$ cat src/rtl/pwmt_pkg.sv
package pwmt_pkg;

    localparam int unsigned ADDR_W = 4;

    // register addresses
    localparam logic [ADDR_W-1:0] A_CTRL  = 4'd0;
    localparam logic [ADDR_W-1:0] A_KICK  = 4'd1;
    localparam logic [ADDR_W-1:0] A_DIV   = 4'd2;
    localparam logic [ADDR_W-1:0] A_TOP   = 4'd3;
    localparam logic [ADDR_W-1:0] A_OCFG  = 4'd4;
    localparam logic [ADDR_W-1:0] A_COUNT = 4'd5;
    localparam logic [ADDR_W-1:0] A_CMP0  = 4'd8;

    // control register bit positions
    localparam int unsigned CTRL_RUN     = 0;
    localparam int unsigned CTRL_TOPBUF  = 1;
    localparam int unsigned CTRL_OUTON   = 2;
    localparam int unsigned CTRL_CMPBUF0 = 8;

    // per-channel output configuration field
    localparam int unsigned OCFG_STRIDE = 4;
    localparam int unsigned OCFG_EN     = 0;
    localparam int unsigned OCFG_POL    = 1;
    localparam int unsigned OCFG_NEN    = 2;
    localparam int unsigned OCFG_NPOL   = 3;

    typedef struct packed {
        logic npol;
        logic nen;
        logic pol;
        logic en;
    } out_cfg_t;

endpackage

$ cat src/rtl/pwmt_regs.sv
module pwmt_regs
    import pwmt_pkg::*;
#(
    parameter int unsigned N_CH   = 4,
    parameter int unsigned CNT_W  = 16,
    parameter int unsigned DIV_W  = 16,
    parameter int unsigned DATA_W = 32
) (
    input  logic                        clk,
    input  logic                        rst_n,
    input  logic                        wr_en,
    input  logic [ADDR_W-1:0]           wr_addr,
    input  logic [DATA_W-1:0]           wr_data,
    input  logic [ADDR_W-1:0]           rd_addr,
    output logic [DATA_W-1:0]           rd_data,
    input  logic [CNT_W-1:0]            count,
    input  logic                        update_evt,
    output logic                        force_upd,
    output logic                        run,
    output logic                        outs_on,
    output logic [N_CH*OCFG_STRIDE-1:0] ocfg,
    output logic [DIV_W-1:0]            div_act,
    output logic [CNT_W-1:0]            top_act,
    output logic [N_CH*CNT_W-1:0]       cmp_act
);

    localparam int unsigned OCFG_W = N_CH * OCFG_STRIDE;

    typedef struct packed {
        logic                             run;
        logic                             topbuf;
        logic                             outon;
        logic [N_CH-1:0]                  cmpbuf;
        logic [DIV_W-1:0]                 div_pre;
        logic [DIV_W-1:0]                 div_act;
        logic [CNT_W-1:0]                 top_pre;
        logic [CNT_W-1:0]                 top_act;
        logic [N_CH-1:0][CNT_W-1:0]       cmp_pre;
        logic [N_CH-1:0][CNT_W-1:0]       cmp_act;
        logic [OCFG_W-1:0]                ocfg;
    } reg_st_t;

    reg_st_t st_d, st_q;
    logic    kick_d;

    wire unused_wr_bits = ^wr_data;

    always_comb begin
        st_d   = st_q;
        kick_d = wr_en && (wr_addr == A_KICK) && wr_data[0];
        if (wr_en) begin
            case (wr_addr)
                A_CTRL: begin
                    st_d.run    = wr_data[CTRL_RUN];
                    st_d.topbuf = wr_data[CTRL_TOPBUF];
                    st_d.outon  = wr_data[CTRL_OUTON];
                    st_d.cmpbuf = wr_data[CTRL_CMPBUF0 +: N_CH];
                end
                A_DIV: st_d.div_pre = wr_data[DIV_W-1:0];
                A_TOP: begin
                    st_d.top_pre = wr_data[CNT_W-1:0];
                    if (!st_q.topbuf) begin
                        st_d.top_act = wr_data[CNT_W-1:0];
                    end
                end
                A_OCFG: st_d.ocfg = wr_data[OCFG_W-1:0];
                default: begin
                    for (int c = 0; c < N_CH; c++) begin
                        if (wr_addr == ADDR_W'(A_CMP0 + c)) begin
                            st_d.cmp_pre[c] = wr_data[CNT_W-1:0];
                            if (!st_q.cmpbuf[c]) begin
                                st_d.cmp_act[c] = wr_data[CNT_W-1:0];
                            end
                        end
                    end
                end
            endcase
        end
        // transfer of holding registers at wrap or forced update
        if (kick_d || update_evt) begin
            st_d.div_act = st_d.div_pre;
            st_d.top_act = st_d.top_pre;
            st_d.cmp_act = st_d.cmp_pre;
        end
    end

    always_ff @(posedge clk or negedge rst_n) begin
        if (!rst_n) begin
            st_q <= '0;
        end else begin
            st_q <= st_d;
        end
    end

    always_comb begin
        rd_data = '0;
        case (rd_addr)
            A_CTRL:  rd_data = DATA_W'({st_q.cmpbuf, 5'b0, st_q.outon, st_q.topbuf, st_q.run});
            A_DIV:   rd_data = DATA_W'(st_q.div_pre);
            A_TOP:   rd_data = DATA_W'(st_q.top_pre);
            A_OCFG:  rd_data = DATA_W'(st_q.ocfg);
            A_COUNT: rd_data = DATA_W'(count);
            default: begin
                for (int c = 0; c < N_CH; c++) begin
                    if (rd_addr == ADDR_W'(A_CMP0 + c)) begin
                        rd_data = DATA_W'(st_q.cmp_pre[c]);
                    end
                end
            end
        endcase
    end

    assign force_upd = kick_d;
    assign run       = st_q.run;
    assign outs_on   = st_q.outon;
    assign ocfg      = st_q.ocfg;
    assign div_act   = st_q.div_act;
    assign top_act   = st_q.top_act;
    assign cmp_act   = st_q.cmp_act;

endmodule

$ cat src/rtl/pwmt_timebase.sv
module pwmt_timebase #(
    parameter int unsigned CNT_W = 16,
    parameter int unsigned DIV_W = 16
) (
    input  logic             clk,
    input  logic             rst_n,
    input  logic             run,
    input  logic             force_upd,
    input  logic [DIV_W-1:0] div_act,
    input  logic [CNT_W-1:0] top_act,
    output logic [CNT_W-1:0] count,
    output logic             tick,
    output logic             wrap_evt
);

    typedef struct packed {
        logic [DIV_W-1:0] pre;
        logic [CNT_W-1:0] cnt;
    } tb_st_t;

    tb_st_t st_d, st_q;

    always_comb begin
        st_d     = st_q;
        tick     = run && (st_q.pre == div_act);
        // a count already above a lowered top also wraps
        wrap_evt = tick && (st_q.cnt >= top_act);
        if (force_upd) begin
            st_d.pre = '0;
            st_d.cnt = '0;
        end else if (run) begin
            if (tick) begin
                st_d.pre = '0;
                st_d.cnt = wrap_evt ? '0 : st_q.cnt + CNT_W'(1);
            end else begin
                st_d.pre = st_q.pre + DIV_W'(1);
            end
        end
    end

    always_ff @(posedge clk or negedge rst_n) begin
        if (!rst_n) begin
            st_q <= '0;
        end else begin
            st_q <= st_d;
        end
    end

    assign count = st_q.cnt;

endmodule

$ cat src/rtl/pwmt_channel.sv
module pwmt_channel
    import pwmt_pkg::*;
#(
    parameter int unsigned CNT_W = 16
) (
    input  logic             outs_on,
    input  logic [CNT_W-1:0] count,
    input  logic [CNT_W-1:0] cmp,
    input  out_cfg_t         cfg,
    output logic             pin_p,
    output logic             pin_n
);

    logic below;

    always_comb begin
        below = (count < cmp);
        pin_p = (outs_on && cfg.en  &&  below) ^ cfg.pol;
        pin_n = (outs_on && cfg.nen && !below) ^ cfg.npol;
    end

endmodule

$ cat src/rtl/pwmt_core.sv
module pwmt_core
    import pwmt_pkg::*;
#(
    parameter int unsigned N_CH   = 4,
    parameter int unsigned CNT_W  = 16,
    parameter int unsigned DIV_W  = 16,
    parameter int unsigned DATA_W = 32
) (
    input  logic              clk,
    input  logic              rst_n,
    input  logic              wr_en,
    input  logic [3:0]        wr_addr,
    input  logic [DATA_W-1:0] wr_data,
    input  logic [3:0]        rd_addr,
    output logic [DATA_W-1:0] rd_data,
    output logic [N_CH-1:0]   pwm_p,
    output logic [N_CH-1:0]   pwm_n
);

    localparam int unsigned OCFG_W = N_CH * OCFG_STRIDE;

    logic                  force_upd;
    logic                  run;
    logic                  outs_on;
    logic [OCFG_W-1:0]     ocfg;
    logic [DIV_W-1:0]      div_act;
    logic [CNT_W-1:0]      top_act;
    logic [N_CH*CNT_W-1:0] cmp_act;
    logic [CNT_W-1:0]      count;
    logic                  tick;
    logic                  wrap_evt;

    pwmt_regs #(
        .N_CH(N_CH), .CNT_W(CNT_W), .DIV_W(DIV_W), .DATA_W(DATA_W)
    ) u_regs (
        .clk(clk), .rst_n(rst_n),
        .wr_en(wr_en), .wr_addr(wr_addr), .wr_data(wr_data),
        .rd_addr(rd_addr), .rd_data(rd_data),
        .count(count), .update_evt(wrap_evt),
        .force_upd(force_upd), .run(run), .outs_on(outs_on),
        .ocfg(ocfg), .div_act(div_act), .top_act(top_act), .cmp_act(cmp_act)
    );

    pwmt_timebase #(
        .CNT_W(CNT_W), .DIV_W(DIV_W)
    ) u_tb (
        .clk(clk), .rst_n(rst_n),
        .run(run), .force_upd(force_upd),
        .div_act(div_act), .top_act(top_act),
        .count(count), .tick(tick), .wrap_evt(wrap_evt)
    );

    for (genvar c = 0; c < N_CH; c++) begin : g_ch
        pwmt_channel #(
            .CNT_W(CNT_W)
        ) u_ch (
            .outs_on(outs_on),
            .count(count),
            .cmp(cmp_act[c*CNT_W +: CNT_W]),
            .cfg(out_cfg_t'(ocfg[c*OCFG_STRIDE +: OCFG_STRIDE])),
            .pin_p(pwm_p[c]),
            .pin_n(pwm_n[c])
        );
    end

endmodule

$ cat config.mk
export PLATFORM = sky130hd
export DESIGN_NAME = pwmt_core
export DESIGN_NICKNAME = d
export VERILOG_FILES = /design/src/rtl/pwmt_pkg.sv /design/src/rtl/pwmt_regs.sv /design/src/rtl/pwmt_timebase.sv /design/src/rtl/pwmt_channel.sv /design/src/rtl/pwmt_core.sv
export SDC_FILE = /design/constraint.sdc
export NUM_CORES = 1
export LEC_CHECK = 0
export BUFFER_PORTS_ARGS = -buffer_cell sky130_fd_sc_hd__buf_4
export CORE_ASPECT_RATIO = 0.5
export CORE_MARGIN = 1.5
export CORE_UTILIZATION = 55
export DETAILED_ROUTE_END_ITERATION = 12
export MAX_ROUTING_LAYER = met4
export PLACE_DENSITY = 0.71
export SYNTH_ARGS = -nofsm -noshare
export SYNTH_HDL_FRONTEND = slang
export SYNTH_SLANG_ARGS = --single-unit
$ cat constraint.sdc
create_clock -name clk -period 3 [get_ports clk]
set_input_delay 0.6 -clock clk [delete_from_list [all_inputs] [get_ports clk]]
set_output_delay 0.6 -clock clk [all_outputs]
set_load 0.05 [all_outputs]
==> impl_metrics.env, run 1 <==
export IMPL_ctsHoldBuffers=0
export IMPL_rrSetupSlack_ns=0.13
export IMPL_dp_hpwl_mm=30.1
export IMPL_min_path_type="in2async"
export IMPL_max_cap_violations=0
export IMPL_area_growth_pct=18.6
export IMPL_leakage_nw=7.45
export IMPL_numPortBuffers=50
export IMPL_netlist_instances=1354
export IMPL_vias=11300
export IMPL_final_antenna_net_count=0
export IMPL_ys_warn_count=0
export IMPL_antenna_found_initial=0
export IMPL_row_count=41
export IMPL_p_per_area_nw_per_um2=630
export IMPL_finalCritPeriodShare_pct=110
export IMPL_rr_worst_depth=10
export IMPL_fin_ws_ns=-0.305
export IMPL_grt_pass1_wl_mm=64.5
export IMPL_cp_end_kind="output pin"
export IMPL_clk_pin_slew_ns=0.07
export IMPL_crit_fanout=5
export IMPL_wire_per_inst_um=23.6
export IMPL_finalClockSkew_ns=0.0229
export IMPL_outcome="finished, violations left"
export IMPL_synth_cell_types=64
export IMPL_firstDrtPassIters=7
export IMPL_cts_tree="built"
export IMPL_drive_gt1_share_pct=30.1
export IMPL_die_y_um=116
export IMPL_layout_nets=1565
export IMPL_drc=0
export IMPL_period_minus_slack_ns=3.30
export IMPL_start_util_pct=55.9
export IMPL_avgSynthCellArea_um2=10.4
export IMPL_cts_max_level=1
export IMPL_hold_viol=0
export IMPL_r2r_start="u_tb.count[11]"
export IMPL_place_gp_congestion=0.968
export IMPL_wirelength_mm=42.5
export IMPL_vdd_ir_drop_worst_mv=0.450
export IMPL_fmax_mhz=303
export IMPL_setup_viol=8
export IMPL_diodes=0
export IMPL_grt_setup_unrepaired="yes"
export IMPL_die_x_um=229
export IMPL_finalPower_mw=10.5
export IMPL_worst_pin_slew_ns=0.656
export IMPL_slowest_delay_ns=0.49
export IMPL_synth_area_um2=14000
export IMPL_drtIter0Drc=1358
export IMPL_ys_flop_type="dfrtp_1"
export IMPL_insertion_delay_ns=0.55
export IMPL_yosysTopAreaCell="dfrtp_1"
export IMPL_overflow=0
export IMPL_crit_type="reg2out"
export IMPL_cp_start_kind="flop"
export IMPL_clock_sinks=247
export IMPL_violations="setup timing"
export IMPL_grt_start_max_net_pins=79
export IMPL_timing_rr_end="u_regs.cmp_act[41]"
export IMPL_ios=83
export IMPL_synthTopCellsByArea="dfrtp_1, mux2_2, ha_1, o21ai_0, nand2_1"
export IMPL_crit_path_cell_trace="ha_1 > a21o_1 > a211oi_2 > o21ai_1 > o2111ai_2 > and4b_1 > xor2_1 > buf_4"
export IMPL_gr_usage_all_layers_pct=32.9
export IMPL_cts_buffer_depth=3
export IMPL_cp_required_ns=2.40
export IMPL_die_area_um2=26600
export IMPL_netlist_area_leader_share_pct=44.0
export IMPL_crit_arrival_ns=2.70
export IMPL_core_area_um2=25100
export IMPL_cts_buffers_inserted=24
export IMPL_slowest_stage="dfrtp_2"
export IMPL_fin_setup_tns_ns=-2.06
export IMPL_via_per_inst=6.27
export IMPL_slew_viol_final=0
export IMPL_cts_root_buf="clkbuf_16"
export IMPL_maxSlewHeadroom_pct=56.3
export IMPL_async_reset_ff_share_pct=100
export IMPL_synth_edf_count=0
export IMPL_grt_pass1_vias=11300
export IMPL_synth_seq_cells=247
export IMPL_synth_seq_area_share_pct=44.0
==> logic make-up (layout without fill, tap and decap cells) <==
kind of cell | count (synthesis) | after routing | share of synthesized area, %
compound gates | 305 | 305 | 14.1
xor+xnor | 38 | 38 | 2.37
fa+ha+maj | 78 | 78 | 6.95
buf+inv | 188 | 279 | 5.98
flops | 247 | 247 | 44.0
mux | 204 | 204 | 16.4
other cells | 1 | 16 | 0.0267
simple gates | 293 | 293 | 10.2
==> repair_timing <==
item / in CTS / in global routing
gates cloned: 0 / 3
setup endpoints to repair: 16 / 28
setup buffers: 5 / 3
resized for setup: 39 / 30
pin swaps: 13 / 11
==> sequential cells by signal, summed over array words and instances (netlist names) <==
signal / cells
u_regs.cmp_act: 64
u_regs.div_act: 16
u_regs.ocfg: 16
u_regs.outs_on: 1
u_regs.run: 1
u_regs.st_q: 101
u_regs.top_act: 16
u_tb.count: 16
u_tb.st_q: 16
==> worst max-delay path by stage <==
stage / slack [ns] / to / cells past startpoint / startpoint
2_1_floorplan: -0.08 / rd_data[0] / 8 / rd_addr[1]
3_3_place_gp: -0.19 / rd_data[7] / 7 / rd_addr[2]
3_5_place_dp: -0.19 / rd_data[7] / 7 / rd_addr[2]
4_1_cts: -0.26 / pwm_p[2] / 7 / u_tb.count[10]
5_1_grt: -0.38 / pwm_p[2] / 8 / u_tb.count[9]
6_report: -0.30 / pwm_p[2] / 8 / u_tb.count[9]
==> metrics by stage <==
stage	worst slack, ns	area [um^2]	instances	hold slack, ns	util (%)
CTS	-0.262	16400	1798	0.0675	65.1
floorplan	-0.0772	14300	1369	0.304	-
global route	-0.378	16700	1804	0.0945	66.3
global placement	-0.191	15400	1751	0.499	61.3
finish	-0.305	16700	1804	0.0497	66.3
detailed placement	-0.188	15400	1751	0.507	61.3
==> cells in the final DEF (no fill, tap or decap), drive strengths merged, types with 6 or more instances in the layout <==
cell     synthesis  layout
clkbuf          50      38
a21oi           34      34
nand3           24      24
o22ai           16      16
nand2          130     130
ha              78      78
nor3            13      13
and3             6       6
and2            12      12
o2111ai          6       6
o21ai          105     105
xor2            20      20
or3              9       9
mux2           201     201
nand4           15      15
a31oi           27      27
conb             1      16
a221oi           6       6
buf             45     141
nand2b          12      12
a21o             7       7
dfrtp          247     247
a32oi           12      12
a211oi          37      37
o31ai           13      13
a22oi           15      15
a222oi          15      15
xnor2           18      18
nor2            42      42
inv             92      93
==> cell usage after synthesis (16+ instances only) <==
library cell / count
mux2_2: 177
mux2_1: 20
dfrtp_1: 247
a21oi_1: 34
xnor2_1: 18
nor2_1: 41
o21ai_0: 98
inv_1: 92
buf_4: 26
nand2_1: 130
nand3_1: 24
a211oi_1: 37
o22ai_1: 16
clkbuf_1: 50
a31oi_1: 27
ha_1: 78
xor2_1: 20
==> where the power goes <==
group,internal [mW],switching (mW)
clock,1.67,1.36
combinational,1.25,1.84
sequential,3.94,0.448
==> cell type report <==
cell class / count / area [um^2]
Clock buffer: 35 / 683
Clock inverter: 7 / 73.8
Fill cell: 1926 / 8470
Multi-Input combinational cell: 934 / 7570
Tap cell: 344 / 430
Inverter: 93 / 349
Sequential cell: 247 / 6190
Timing Repair Buffer: 144 / 1360
==> metal layers <==
metal  routed length [um]  part of all wire, %  vias to the layer above  global-route usage (%)
met3                 4330                   10                       73                    8.02
met1                18800                   44                     5689                    44.7
li1                     -                    -                     5047                       -
met5                    0                    0                        -                       -
met4                  979                  2.3                        0                    8.99
met2                18500                   43                      504                    49.3
==> critical path, delay by kind of cell (launching register included) <==
family	cells	cell delay, ns
compound gates	4	0.70
xor+xnor	1	0.15
fa+ha+maj	1	0.32
simple gates	1	0.29
buf+inv	1	0.21
flops	1	0.49
Power figures use the tool's default switching activity.
==> inputs of run 2 (changes only) <==
--- a/config.mk
+++ b/config.mk
@@ -14,4 +14,5 @@
 export PLACE_DENSITY = 0.71
 export SYNTH_ARGS = -nofsm -noshare
 export SYNTH_HDL_FRONTEND = slang
+export SYNTH_HIERARCHICAL = 1
 export SYNTH_SLANG_ARGS = --single-unit
==> impl_metrics.env, run 2 <==
export IMPL_outcome="finished, violations left"
export IMPL_violations="setup timing"
export IMPL_vias=11500
export IMPL_p_comb_share_pct=37.5
export IMPL_avgSynthCellArea_um2=10.1
export IMPL_wire_per_inst_um=24.4
export IMPL_crit_cells=7
export IMPL_p_per_area_nw_per_um2=808
export IMPL_crit_type="reg2out"
export IMPL_diodes=0
export IMPL_cp_start_kind="flop"
export IMPL_max_cap_violations=0
export IMPL_ios=83
export IMPL_cp_required_ns=2.40
export IMPL_layout_nets=1567
export IMPL_wirelength_mm=44.3
export IMPL_synth_edf_count=0
export IMPL_p_sw_share_pct=36.0
export IMPL_start_util_pct=56.2
export IMPL_antenna_found_initial=0
export IMPL_netlist_instances=1478
export IMPL_fmax_mhz=314
export IMPL_setup_viol=63
export IMPL_crit_fanout=5
export IMPL_yosysTopAreaCell="dfrtp_1"
export IMPL_cts_root_buf="clkbuf_16"
export IMPL_top_register="u_regs/st_q"
export IMPL_ys_flop_type="dfrtp_1"
export IMPL_layout_commonest_cell="dfrtp_1"
export IMPL_crit_buf_inv=2
export IMPL_drc=0
export IMPL_maxSlewHeadroom_pct=26.6
export IMPL_cts_buffers_inserted=24
export IMPL_die_x_um=236
export IMPL_final_antenna_net_count=0
export IMPL_row_count=42
export IMPL_stdcell_count=1815
export IMPL_core_area_um2=26600
export IMPL_finalCritPeriodShare_pct=106
export IMPL_ys_warn_count=6
export IMPL_cp_end_kind="output pin"
export IMPL_hold_viol=0
export IMPL_fin_ws_ns=-0.185
export IMPL_synth_seq_area_share_pct=41.3
export IMPL_design_area_um2=16900
export IMPL_drtIter0Drc=1314
export IMPL_min_path_type="in2async"
export IMPL_async_reset_ff_share_pct=100
export IMPL_r2r_start="u_tb/count[2]"
export IMPL_yosys_top_cells_count="dfrtp_1, nand2_1, buf_4"
export IMPL_vdd_ir_drop_worst_mv=0.336
export IMPL_slew_viol_final=0
export IMPL_seqPwrFrac_pct=38.6
export IMPL_drive_gt1_share_pct=30.1
export IMPL_worst_pin_slew_ns=1.10
export IMPL_synthTopCellsByArea="dfrtp_1, buf_4, mux2_2, ha_1, nand2_1"
export IMPL_cts_tree="built"
export IMPL_insertion_delay_ns=0.54
export IMPL_pwr_share_clk_pct=23.9
export IMPL_cts_max_level=1
export IMPL_grt_setup_unrepaired="yes"
export IMPL_crit_arrival_ns=2.58
export IMPL_dp_cells=1739
export IMPL_crit_path_cell_trace="buf_8 > ha_4 > nand4_1 > or3_4 > o31ai_4 > xor2_2 > buf_6"
export IMPL_dp_hpwl_mm=30.0
export IMPL_internal_power_mw=8.76
export IMPL_ctsHoldBuffers=0
export IMPL_netlist_area_leader_share_pct=41.3
export IMPL_cts_buffer_depth=3
export IMPL_period_minus_slack_ns=3.18
export IMPL_grt_pass1_vias=11200
export IMPL_rr_worst_depth=11
export IMPL_cpLargestDelayFamily="simple AND/OR/NAND/NOR gates"
export IMPL_final_cell_mix="dfrtp_1, nand2_1, buf_4, mux2_2, inv_1"
export IMPL_clock_sinks=247
export IMPL_largest_reg_flops=101
export IMPL_slowest_delay_ns=0.41
export IMPL_gr_usage_all_layers_pct=31.9
export IMPL_leakage_nw=7.67
export IMPL_via_per_inst=6.33
export IMPL_die_area_um2=28300
export IMPL_fillers=2023
export IMPL_clk_pin_slew_ns=0.06
export IMPL_numPortBuffers=50
export IMPL_slowest_stage="dfrtp_1"
export IMPL_power_switching_mw=4.92
export IMPL_grt_pass1_wl_mm=66.5
export IMPL_finalClockSkew_ns=0.0179
export IMPL_place_area_um2=15000
export IMPL_overflow=0
export IMPL_area_growth_pct=13.2
export IMPL_grt_start_max_net_pins=83
export IMPL_die_y_um=120
export IMPL_synth_seq_cells=247
export IMPL_synth_area_um2=15000
export IMPL_place_gp_congestion=0.964
export IMPL_synth_cell_types=66
export IMPL_critPathLaunch="u_tb/count[13]"
export IMPL_firstDrtPassIters=6
export IMPL_synth_most_common_cell="dfrtp_1"
-- run 2: per-stage QoR --
step / setup WS (ns) / power (mW) / hold WS [ns] / utilization (%) / TNS [ns]
detailed placement: -0.123 / 9.55 / 0.483 / 56.5 / -3.08
global route: -0.261 / 14.4 / 0.115 / 63.7 / -9.93
global placement: -0.0395 / 9.32 / 0.470 / 56.5 / -0.616
CTS: -0.166 / 13.3 / 0.0972 / 62.7 / -0.847
floorplan: 0.00261 / 9.06 / 0.304 / - / 0
finish: -0.185 / 13.7 / 0.0714 / 63.7 / -3.67
-- run 2: final timing paths --
path,to,slack (ns)
hold / removal,u_regs/top_act[12],0.07
setup / recovery,pwm_n[2],-0.18
setup reg to reg,u_regs/top_act[14],-0.08
max in group asynchronous,u_regs/cmp_act[44],2.19
min in group clk,u_regs/st_q[129],0.37
hold reg to reg,u_regs/top_act[13],0.49
-- run 2: power groups by stage --
stage               clock [mW]  sequential (mW)  combinational, mW
global placement             0             5.23               4.09
global route              3.42             5.39               5.54
detailed placement           0             5.28               4.27
floorplan                    0             4.91               4.15
finish                    3.26             5.28               5.13
CTS                       3.29             5.23               4.83
-- run 2: cell families (layout without fill, tap and decap cells) --
| group | after synthesis | count (layout) | share of synthesized area [%] |
|---|---|---|---|
| other | 1 | 16 | 0.0251 |
| adder cells (fa/ha/maj) | 78 | 78 | 6.53 |
| flip-flops | 247 | 247 | 41.3 |
| XOR/XNOR | 46 | 46 | 2.69 |
| AND/OR/NAND/NOR | 448 | 448 | 14.2 |
| multiplexers | 138 | 138 | 11.5 |
| buffers and inverters | 305 | 274 | 11.7 |
| AO/OA/AOI/OAI | 215 | 216 | 12.1 |
-- run 2: repair_timing --
action,CTS,global route
setup endpoints to repair,72,85
cloned,2,2
pin swaps,37,18
gates resized for setup,103,29
buffers inserted,22,10
endpoints found under the hold margin,0,0
-- run 2: layer usage --
| layer | global-route usage, % | routed length (um) | vias up |
|---|---|---|---|
| met5 | - | 0 | - |
| met4 | 7.53 | 1190 | 0 |
| met3 | 10.7 | 5490 | 94 |
| met2 | 47.0 | 19200 | 624 |
| met1 | 42.9 | 18400 | 5788 |
| li1 | - | - | 4982 |
-- run 2: layout make-up --
| class | instances | area [um^2] | share of cell area, % |
|---|---|---|---|
| clock buffers | 32 | 672 | 3.97 |
| well taps | 352 | 440 | 2.60 |
| flip-flops and latches | 247 | 6190 | 36.5 |
| clock inverters | 11 | 169 | 0.998 |
| repair buffers | 144 | 1360 | 8.00 |
| multi-input cells | 942 | 7780 | 46.0 |
| inverters | 87 | 327 | 1.93 |
-- run 2: worst reg2reg max path, stage by stage, from the launching register on --
cell	delay [ns]
dfrtp_2	0.54
buf_4	0.20
ha_1	0.27
o21ai_1	0.27
a2111oi_4	0.13
nor4_4	0.36
nor2_4	0.09
a31oi_4	0.24
buf_4	0.16
o21a_1	0.16
buf_12	0.17
mux2_1	0.36
==> inputs of run 3 (changes only) <==
==> constraint.sdc (replaced) <==
create_clock -name clk -period 4 [get_ports clk]
set_input_delay 0.8 -clock clk [delete_from_list [all_inputs] [get_ports clk]]
set_output_delay 0.8 -clock clk [all_outputs]
set_load 0.05 [all_outputs]
==> impl_metrics.env, run 3 (synthesis gave the netlist of run 2 again) <==
export IMPL_outcome="finished, final reports clean"
export IMPL_diodes=0
export IMPL_core_area_um2=26600
export IMPL_dp_cells=1706
export IMPL_final_cell_mix="dfrtp_1, nand2_1, mux2_2, inv_1, ha_1"
export IMPL_fin_util_pct=58.3
export IMPL_fin_setup_tns_ns=0
export IMPL_design_area_um2=15500
export IMPL_die_y_um=120
export IMPL_die_x_um=236
export IMPL_pwr_share_clk_pct=25.8
export IMPL_die_area_um2=28300
export IMPL_top_register="u_regs/st_q"
export IMPL_drc=0
export IMPL_ctsHoldBuffers=0
export IMPL_max_cap_violations=0
export IMPL_internal_power_mw=6.25
export IMPL_worst_pin_slew_ns=1.17
export IMPL_min_path_type="in2async"
export IMPL_stdcell_count=1747
export IMPL_hold_viol=0
export IMPL_met2_length_mm=17.5
export IMPL_grt_start_max_net_pins=118
export IMPL_p_sw_share_pct=34.9
export IMPL_cts_max_level=1
export IMPL_wire_per_inst_um=23.6
export IMPL_grt_setup_unrepaired="no"
export IMPL_insertion_delay_ns=0.54
export IMPL_vias=11000
export IMPL_whs_ns=0.307
export IMPL_cts_tree="built"
export IMPL_finalCritPeriodShare_pct=97.1
export IMPL_cts_buffers_inserted=25
export IMPL_place_area_um2=14700
export IMPL_vdd_ir_drop_worst_mv=0.327
export IMPL_final_antenna_net_count=0
export IMPL_antenna_found_initial=0
export IMPL_grt_pass1_wl_mm=62.8
export IMPL_cp_required_ns=3.20
export IMPL_clock_sinks=247
export IMPL_crit_fanout=11
export IMPL_wl_met1_mm=18.1
export IMPL_p_per_area_nw_per_um2=618
export IMPL_numPortBuffers=50
export IMPL_finalClockSkew_ns=0.0130
export IMPL_wirelength_mm=41.3
export IMPL_layout_commonest_cell="dfrtp_1"
export IMPL_row_count=42
export IMPL_drive_gt1_share_pct=21.4
export IMPL_grt_pass1_vias=10700
export IMPL_overflow=0
export IMPL_leakage_nw=7.24
export IMPL_maxSlewHeadroom_pct=21.7
export IMPL_firstDrtPassIters=5
export IMPL_slowest_stage="dfrtp_1"
export IMPL_power_switching_mw=3.34
export IMPL_fillers=2237
export IMPL_crit_path_cell_trace="ha_1 > a211oi_1 > o21ai_0 > a41oi_1 > o21ai_0 > xnor2_1 > buf_4"
export IMPL_area_growth_pct=3.67
export IMPL_path_common_cell="o21ai_0"
export IMPL_gr_usage_all_layers_pct=30.0
export IMPL_dp_hpwl_mm=28.2
export IMPL_wl_met3_mm=4.35
export IMPL_p_comb_share_pct=32.8
export IMPL_top_layer_used="met4"
export IMPL_cts_buffer_depth=3
export IMPL_period_minus_slack_ns=3.88
export IMPL_cts_root_buf="clkbuf_16"
export IMPL_slew_viol_final=0
export IMPL_slowest_delay_ns=0.65
export IMPL_cp_end_kind="output pin"
export IMPL_setup_viol=0
export IMPL_place_gp_congestion=0.951
export IMPL_seqPwrFrac_pct=41.3
export IMPL_rr_worst_depth=9
export IMPL_drtIter0Drc=1397
export IMPL_ios=83
export IMPL_layout_nets=1502
export IMPL_via_per_inst=6.31
export IMPL_fmax_mhz=257
export IMPL_start_util_pct=56.2
export IMPL_cp_start_kind="flop"
export IMPL_crit_type="reg2out"
export IMPL_crit_arrival_ns=3.08
export IMPL_largest_reg_flops=101
export IMPL_clk_pin_slew_ns=0.06
[run 3: power groups by stage]
stage          combinational, mW  sequential [mW]  clock (mW)
5_1_grt                     3.45             4.04        2.60
3_3_place_gp                2.95             3.93           0
6_report                    3.15             3.96        2.48
4_1_cts                     3.11             3.94        2.50
3_5_place_dp                3.08             3.96           0
2_1_floorplan               3.10             3.68           0
[run 3: area by class of cell]
| cell class | count | area (um^2) | share of cell area (%) |
|---|---|---|---|
| Clock buffer | 34 | 709 | 4.58 |
| Clock inverter | 7 | 135 | 0.872 |
| Inverter | 87 | 327 | 2.11 |
| Multi-Input combinational cell | 941 | 7090 | 45.7 |
| Sequential cell | 247 | 6180 | 39.9 |
| Tap cell | 352 | 440 | 2.84 |
| Timing Repair Buffer | 79 | 626 | 4.03 |
[run 3: metal layers]
| metal | GRT usage [%] | up-vias |
|---|---|---|
| li1 | - | 4838 |
| met1 | 42.1 | 5512 |
| met2 | 43.0 | 588 |
| met3 | 7.89 | 90 |
| met4 | 8.61 | 0 |
| met5 | - | - |
[run 3: critical path: cells and delay by family (launching register included)]
| kind | cells | cell delay [ns] |
|---|---|---|
| XOR/XNOR | 1 | 0.34 |
| flip-flops | 1 | 0.65 |
| buffers and inverters | 1 | 0.27 |
| adder cells (fa/ha/maj) | 1 | 0.34 |
| AO/OA/AOI/OAI | 4 | 0.93 |
[run 3: final timing paths]
kind	from	end	slack, ns
hold reg to reg	u_regs/top_act[12]	u_regs/top_act[12]	0.50
setup / recovery	u_tb/count[2]	pwm_p[0]	0.12
setup reg to reg	u_tb/count[12]	u_regs/cmp_act[55]	0.32
max in group asynchronous	rst_n	u_regs/st_q[85]	2.69
hold / removal	rst_n	u_tb/count[13]	0.31
min in group clk	u_regs/top_act[12]	u_regs/top_act[12]	0.50
[run 3: per-stage QoR]
stage	worst slack, ns	power (mW)
after global placement	0.577	6.88
after detailed placement	0.494	7.04
final	0.115	9.59
after floorplan	0.308	6.78
after CTS	0.0956	9.55
after global routing	0.0101	10.1
[run 3: timing repair]
action,4_1_cts,5_1_grt
setup endpoints to repair,0,1
gates resized for setup,0,1
setup buffers,0,0
